==> src/rtl/align_pkg.sv <==
package align_pkg;

  localparam int CODE_W = 8;
  localparam logic [CODE_W-1:0] ALIGN_CHAR = 8'h7C;

  typedef enum logic [1:0] {
    ST_WAIT     = 2'd0,
    ST_ALIGNING = 2'd1,
    ST_ALIGNED  = 2'd2
  } align_state_e;

endpackage

==> src/rtl/lane_a_detect.sv <==
module lane_a_detect
  import align_pkg::*;
(
  input  logic [CODE_W-1:0] code_i,
  input  logic              kflag_i,
  input  logic              err_i,
  output logic              is_a_o
);

  // control flag, matching code and a clean decode are all required
  always_comb begin
    is_a_o = kflag_i && !err_i && (code_i == ALIGN_CHAR);
  end

endmodule

==> src/rtl/align_run_counter.sv <==
module align_run_counter #(
  parameter int ALIGN_COUNT = 4
) (
  input  logic clk,
  input  logic rst_n,
  input  logic clr_i,
  input  logic inc_i,
  output logic hit_o
);

  localparam int CNT_W = $clog2(ALIGN_COUNT + 1);
  localparam logic [CNT_W-1:0] LAST = CNT_W'(ALIGN_COUNT - 1);

  logic [CNT_W-1:0] count_q;
  logic [CNT_W-1:0] count_d;
  logic             count_en;

  always_comb begin
    hit_o    = inc_i && !clr_i && (count_q == LAST);
    count_en = clr_i || inc_i;
    if (clr_i || hit_o) begin
      count_d = '0;
    end else begin
      count_d = count_q + CNT_W'(1);
    end
  end

  always_ff @(posedge clk or negedge rst_n) begin
    if (!rst_n) begin
      count_q <= '0;
    end else if (count_en) begin
      count_q <= count_d;
    end
  end

endmodule

==> src/rtl/align_ctrl.sv <==
module align_ctrl
  import align_pkg::*;
#(
  parameter int NUM_LANES = 4
) (
  input  logic                 clk,
  input  logic                 rst_n,
  input  logic [NUM_LANES-1:0] sync_i,
  input  logic [NUM_LANES-1:0] is_a_i,
  input  logic                 hit_i,
  output logic                 inc_o,
  output logic                 clr_o,
  output logic                 aligning_o,
  output logic                 aligned_o,
  output logic [NUM_LANES-1:0] skew_o
);

  align_state_e         state_q;
  align_state_e         state_d;
  logic [NUM_LANES-1:0] skew_q;
  logic [NUM_LANES-1:0] skew_d;
  logic                 sync_all;
  logic                 all_a;
  logic                 mis_col;

  always_comb begin
    sync_all = &sync_i;
    all_a    = &is_a_i;
    mis_col  = (|is_a_i) && !all_a;
  end

  // next-state logic; loss of sync wins over everything
  always_comb begin
    state_d = state_q;
    case (state_q)
      ST_WAIT: begin
        if (sync_all) state_d = ST_ALIGNING;
      end
      ST_ALIGNING: begin
        if (!sync_all)  state_d = ST_WAIT;
        else if (hit_i) state_d = ST_ALIGNED;
      end
      ST_ALIGNED: begin
        if (!sync_all)    state_d = ST_WAIT;
        else if (mis_col) state_d = ST_ALIGNING;
      end
      default: state_d = ST_WAIT;
    endcase
  end

  always_comb begin
    inc_o  = (state_q == ST_ALIGNING) && sync_all && all_a;
    clr_o  = !sync_all || mis_col || (state_q != ST_ALIGNING);
    skew_d = ((state_q != ST_WAIT) && sync_all && mis_col) ? is_a_i : '0;
  end

  always_ff @(posedge clk or negedge rst_n) begin
    if (!rst_n) begin
      state_q <= ST_WAIT;
      skew_q  <= '0;
    end else begin
      state_q <= state_d;
      skew_q  <= skew_d;
    end
  end

  always_comb begin
    aligning_o = (state_q == ST_ALIGNING);
    aligned_o  = (state_q == ST_ALIGNED);
    skew_o     = skew_q;
  end

endmodule

==> src/rtl/quad_lane_aligner.sv <==
module quad_lane_aligner
  import align_pkg::*;
#(
  parameter int NUM_LANES   = 4,
  parameter int ALIGN_COUNT = 4
) (
  input  logic                        clk,
  input  logic                        rst_n,
  input  logic [NUM_LANES-1:0]        lane_sync_i,
  input  logic [NUM_LANES*CODE_W-1:0] rx_code_i,
  input  logic [NUM_LANES-1:0]        rx_kflag_i,
  input  logic [NUM_LANES-1:0]        rx_err_i,
  output logic                        tx_send_align_o,
  output logic                        aligned_o,
  output logic [NUM_LANES-1:0]        skew_adj_o
);

  logic [NUM_LANES-1:0] lane_is_a;
  logic                 run_inc;
  logic                 run_clr;
  logic                 run_hit;

  for (genvar l = 0; l < NUM_LANES; l++) begin : g_lane
    lane_a_detect u_det (
      .code_i  (rx_code_i[l*CODE_W +: CODE_W]),
      .kflag_i (rx_kflag_i[l]),
      .err_i   (rx_err_i[l]),
      .is_a_o  (lane_is_a[l])
    );
  end

  align_run_counter #(
    .ALIGN_COUNT (ALIGN_COUNT)
  ) u_cnt (
    .clk   (clk),
    .rst_n (rst_n),
    .clr_i (run_clr),
    .inc_i (run_inc),
    .hit_o (run_hit)
  );

  align_ctrl #(
    .NUM_LANES (NUM_LANES)
  ) u_ctrl (
    .clk        (clk),
    .rst_n      (rst_n),
    .sync_i     (lane_sync_i),
    .is_a_i     (lane_is_a),
    .hit_i      (run_hit),
    .inc_o      (run_inc),
    .clr_o      (run_clr),
    .aligning_o (tx_send_align_o),
    .aligned_o  (aligned_o),
    .skew_o     (skew_adj_o)
  );

endmodule

==> config.mk <==
export PLATFORM = sky130hd
export DESIGN_NAME = quad_lane_aligner
export DESIGN_NICKNAME = d
export VERILOG_FILES = /design/src/rtl/align_pkg.sv /design/src/rtl/lane_a_detect.sv /design/src/rtl/align_run_counter.sv /design/src/rtl/align_ctrl.sv /design/src/rtl/quad_lane_aligner.sv
export SDC_FILE = /design/constraint.sdc
export NUM_CORES = 1
export LEC_CHECK = 0
export BUFFER_PORTS_ARGS = -buffer_cell sky130_fd_sc_hd__buf_2
export CAP_MARGIN = 20
export CORE_AREA = 2 2 43 45
export CTS_CLUSTER_DIAMETER = 150
export CTS_CLUSTER_SIZE = 40
export DETAILED_ROUTE_END_ITERATION = 8
export DIE_AREA = 0 0 45 47
export PLACE_DENSITY = 0.82
export SLEW_MARGIN = 20
export SYNTH_ARGS = -nofsm -noshare
export SYNTH_HDL_FRONTEND = slang
export SYNTH_HIERARCHICAL = 1
export SYNTH_SLANG_ARGS = --single-unit
==> constraint.sdc <==
create_clock -name clk -period 2.6 [get_ports clk]
set_clock_uncertainty 0.05 [all_clocks]
set_input_delay 0.52 -clock clk [delete_from_list [all_inputs] [get_ports clk]]
set_output_delay 0.52 -clock clk [all_outputs]
set_load 0.02 [all_outputs]
# --- Word-level counts from Yosys, hierarchy flattened ---
# Index checks and enable logic that the tools add are counted.
# Widths: inputs -> output; s select.
op_classes:
  n_addsub: 1
  n_eq_ne: 11
  n_mux: 8
  n_reduce_logical: 32
op_table:
  columns: ["op", "count"]
  rows:
  - ["$eq 8x7->1 const B", 4]
  - ["$logic_and 1x1->1", 15]
  - ["$mux 2", 5]
  - ["$reduce_and 4->1", 2]
  - ["$logic_not 1->1", 7]
  - ["$ne 3x3->1 const B", 2]
  - ["$pmux 2 s3", 1]
  - ["$logic_or 1x1->1", 4]
  - ["$mux 4", 1]
  - ["$ne 2x1->1 const B", 2]
  - ["$reduce_or 4->1", 1]
  - ["$add 3x1->3 const B", 1]
  - ["$eq 3x2->1 const B", 1]
  - ["$mux 3", 1]
  - ["$reduce_and 3->1", 1]
  - ["$eq 2x1->1 const B", 1]
  - ["$eq 2x2->1 const B", 1]
  - ["$logic_not 2->1", 1]
  - ["$reduce_bool 2->1", 1]
word_totals:
  regBits: 9
  in_bits: 46
  out_inout_bits: 6
  word_cells: 55

# --- Logic depth before layout (Yosys ltp) ---
depth:
  word_depth: 14
  mapped_depth: 8
  ltp_nobuf: 8

# --- By module ---
# The synthesis kept the hierarchy.
modules_own_cells:
  columns: ["mod", "instances", "cells_per_inst", "area_per_inst_um2", "seq_area_each_um2"]
  rows:
  - ["align_ctrl", 1, 28, 291.5, 150.1]
  - ["align_run_counter", 1, 15, 167.7, 75.1]
  - ["lane_a_detect", 4, 3, 30.0, 0.0]

# --- Worst setup path after synthesis ---
# OpenSTA, ideal clock, no wires.
synth_timing:
  path_kind: "input -> register"
  start: "input port rx_code_i[15]"
  end: "register u_cnt.count_q[2]"
  setup_ns: 0.095
  arrival_time_ns: 2.127
  t_required_ns: 2.455
  path_slack_ns: 0.328
  path_stages: 6
  n_path_buf: 0
  cell_sequence: "nand4b_1 -> nor4_2 -> nand4_1 -> nor3_1 -> or4b_1 -> o31ai_1"
synth_via:
  word_cells_on_any_way: 15
  classes_between: "eq/ne: 1; mux: 1; reduce/logical: 13"
synth_rtl:
  columns: ["element", "line_no", "text"]
  rows:
  - ["start, declared", "quad_lane_aligner.sv:10", "input logic [NUM_LANES*CODE_W-1:0] rx_code_i,"]
  - ["$eq 8x7->1 *", "lane_a_detect.sv:12", "is_a_o = kflag_i && !err_i && (code_i == ALIGN_CHAR);"]
  - ["$logic_and 1x1->1 *", "lane_a_detect.sv:12", null]
  - ["named net lane_is_a[1]", "quad_lane_aligner.sv:18", "logic [NUM_LANES-1:0] lane_is_a;"]
  - ["$reduce_and 4->1 *", "align_ctrl.sv:28", "all_a = &is_a_i;"]
  - ["$logic_and 1x1->1 *", "align_ctrl.sv:52", "inc_o = (state_q == ST_ALIGNING) && sync_all && all_a;"]
  - ["named net run_inc", "quad_lane_aligner.sv:19", "logic run_inc;"]
  - ["$logic_and 1x1->1 (2 in series)", "align_run_counter.sv:19", "hit_o = inc_i && !clr_i && (count_q == LAST);"]
  - ["$logic_or 1x1->1", "align_run_counter.sv:21", "if (clr_i || hit_o) begin"]
  - ["$mux 3", "align_run_counter.sv:21", null]
  - ["end signal, assigned", "align_run_counter.sv:32", "count_q <= count_d;"]
  - ["end, declared", "align_run_counter.sv:14", "logic [CNT_W-1:0] count_q;"]
# The timed path passes the listed nets; every way through them passes the cells marked *.
# A chain may end at the register's enable or synchronous reset.

# --- Final worst setup path ---
layout_timing:
  start: "input port rx_code_i[7]"
  end: "register u_cnt.count_q[2]"
# The elaborated chain is that of the path after synthesis.

==> qor.yml <==
grt:
  antenna_found_initial: 0
  grt_max_degree: 10
  grt_pass1_vias: 612
  grt-ovfl-total: 0
  grtUsageTotal_pct: 14.42
  grt_pass1_wl_mm: 2.194
sta:
  tns_ps: 0
  fin_crit_ps: 2128
  slew_viol_final: 0
  fin_ws_ps: 471.6
  finalSetupViolations: 0
  hold_violations: 0
  relSlewSlack_pct: 73.94
  tightest_slew_ps: 387.7
  clock.fmax_mhz: 469.8
  period_share_pct: 81.86
  rsz0062_at_grt: "no"
clock_tree:
  clock_sinks: 9
  clk_latency_ps: 260
  clockRootBuffer: "clkbuf_4"
  htree_levels: 1
  tritoncts: "yes"
  postCtsHoldBufs: 0
  clk_path_buf_depth: 2
  path_clk_slew_ps: 60
  cts_resized: 0
  cts_setup_buffers: 0
  numCtsBuffers: 3
flow_run:
  maxCapViolCount: 0
final_layout:
  drive_above_1_share_pct: 57.02
  nFillCells: 161
  area_growth_pct: 57.45
  final_util_pct: 55.23
  final_nets: 163
  n_antenna_cell: 0
  design_area_um2: 912.1
setup_path:
  crit_required_ps: 2720
  critPathKind: "in -> reg"
  rr_worst_depth: 5
  r2r-end: "u_cnt/count_q[2]"
  startpoint_type: "input port"
  critPathCaptureType: "flop"
  r2r-start: "u_ctrl/state_q[1]"
  rrSetupSlack_ps: 1000
  path_cells: "buf_2 > nand4b_1 > nor4_2 > nand4_1 > nor3_1 > buf_4 > or4b_1 > o31ai_1"
  cpMaxStageDelayCell: "or4b_1"
  slowest_delay_ps: 440
  cp.arrival_ps: 2250
  cp_max_fo: 7
die:
  ios: 52
  placementRows: 15
  die-area_mm2: 0.002115
  start_util_pct: 35.08
  die_h_um: 47
  core-area_mm2: 0.001652
  dieWidth_um: 45
placement:
  portBuffers: 51
  routabilityCongestion: 0.7737
  place_ws_ps: 191.2
  dpl.hpwl_mm: 1.275
  placed_area_um2: 885.9
detailed_routing:
  drt_pass1_iterations: 2
  first_iter_violations: 2
  wl_mm: 1.414
  vias_per_cell: 5.122
  wl_per_cell_um: 10.79
  remaining_drc_errors: 0
  ant_nets: 0
  detailroute.via_count: 671
outcome:
  status: "finished clean"
yosys:
  synth_seq_cells: 9
  synth_top_area_share_pct: 38.88
  synthTopCellsByCount: "dfrtp_1, nand4b_1, nor4_2"
  yosys.area.top_type: "dfrtp_1"
  ys_dominant_reg_cell: "dfrtp_1"
  syn_area_um2: 579.3
  syn-num-nets: 103
  synthTopCellsByArea: "dfrtp_1, nor4_2, nand4b_1"
  yosys_warnings: 6
  avgSynthCellArea_um2: 10.53
  seq_area_frac_synth_pct: 38.88
  yosysUniqueCellTypes: 22
  syn_inst: 55
  synth-edff-count: 0
  yosysMostFrequentCell: "dfrtp_1"
  async_flop_share_pct: 100.0
min_path:
  hold_class: "in -> async"
pwr:
  power.density_mw_per_mm2: 317.3
  leakagePower_uw: 0.0004629
  irDropWorstVdd_mv: 0.1273
[layout by cell type, fill, tap and decap left out, drive strengths merged]
master | Yosys | final
buf | 0 | 55
dfrtp | 9 | 9
nand4b | 8 | 8
nor4 | 6 | 6
nor2 | 4 | 4
and2 | 4 | 4
clkbuf | 0 | 4
nand2b | 3 | 3
inv | 2 | 2
a21oi | 2 | 2
ha | 2 | 2
nand4 | 2 | 2
nand2 | 2 | 2
and3b | 1 | 1
a32o | 1 | 1
or4b | 1 | 1
o31ai | 1 | 1
or3b | 1 | 1
and4 | 1 | 1
nor2b | 1 | 1
nor3 | 1 | 1
o21a | 1 | 1
a211oi | 1 | 1
o21ai | 1 | 1
[per-layer routing]
metal / vias up / track usage [%] / part of all wire (%)
met3: 4 / 2.308 / 11
met5: - / 0 / 0
met4: 0 / 8.824 / 2.5
met1: 290 / 16.12 / 39
met2: 41 / 25.71 / 47
li1: 336 / - / -
[worst max-delay path, delay by kind of cell]
| kind | cells | cell delay (ps) |
|---|---|---|
| simple gates | 5 | 1400 |
| buf+inv | 2 | 260 |
| compound gates | 1 | 80 |
[worst max-delay path by stage]
stage                       start               end  slack [ps]  cells after the start
floorplan           rx_code_i[15]  u_cnt/count_q[2]         330                      6
global placement     rx_code_i[7]  u_cnt/count_q[2]         270                      8
detailed placement   rx_code_i[7]  u_cnt/count_q[2]         190                      8
CTS                  rx_code_i[7]  u_cnt/count_q[2]         460                      8
global route         rx_code_i[7]  u_cnt/count_q[2]         300                      8
finish               rx_code_i[7]  u_cnt/count_q[2]         470                      8
[per-stage QoR]
stage / hold WS, ps / power [uW] / cells
global placement: 324.7 / 185.6 / 127
detailed placement: 329.4 / 187.4 / 127
global route: 56.98 / 307.2 / 131
CTS: 48.77 / 295.1 / 131
floorplan: 174.4 / 150.6 / 55
finish: 45.83 / 289.4 / 131
[final cells by class]
type / count / area, um^2 / area share, %
Tap cell: 17 / 21.27 / 2.332
Timing Repair Buffer: 55 / 285.3 / 31.28
Clock buffer: 4 / 26.28 / 2.881
Multi-Input combinational cell: 44 / 346.6 / 38.00
Inverter: 2 / 7.507 / 0.8230
Sequential cell: 9 / 225.2 / 24.69
[kinds of logic after synthesis]
logic type,Yosys count,share of synthesized area [%]
flip-flops,9,38.88
adder cells (fa/ha/maj),2,4.319
AO/OA/AOI/OAI,7,8.208
AND/OR/NAND/NOR,35,47.30
buffers and inverters,2,1.296
[power by group]
group | internal (uW) | total, uW | switching, uW
sequential | 140 | 141 | 0.425
clock | 59.0 | 105 | 46.4
combinational | 27.7 | 43.1 | 15.5
[registers in the layout, indices dropped and copies added (netlist names)]
name	flops
u_cnt/count_q	3
u_ctrl/skew_o	4
u_ctrl/state_q	2
Note: power is estimated with default switching activity, not from simulation.
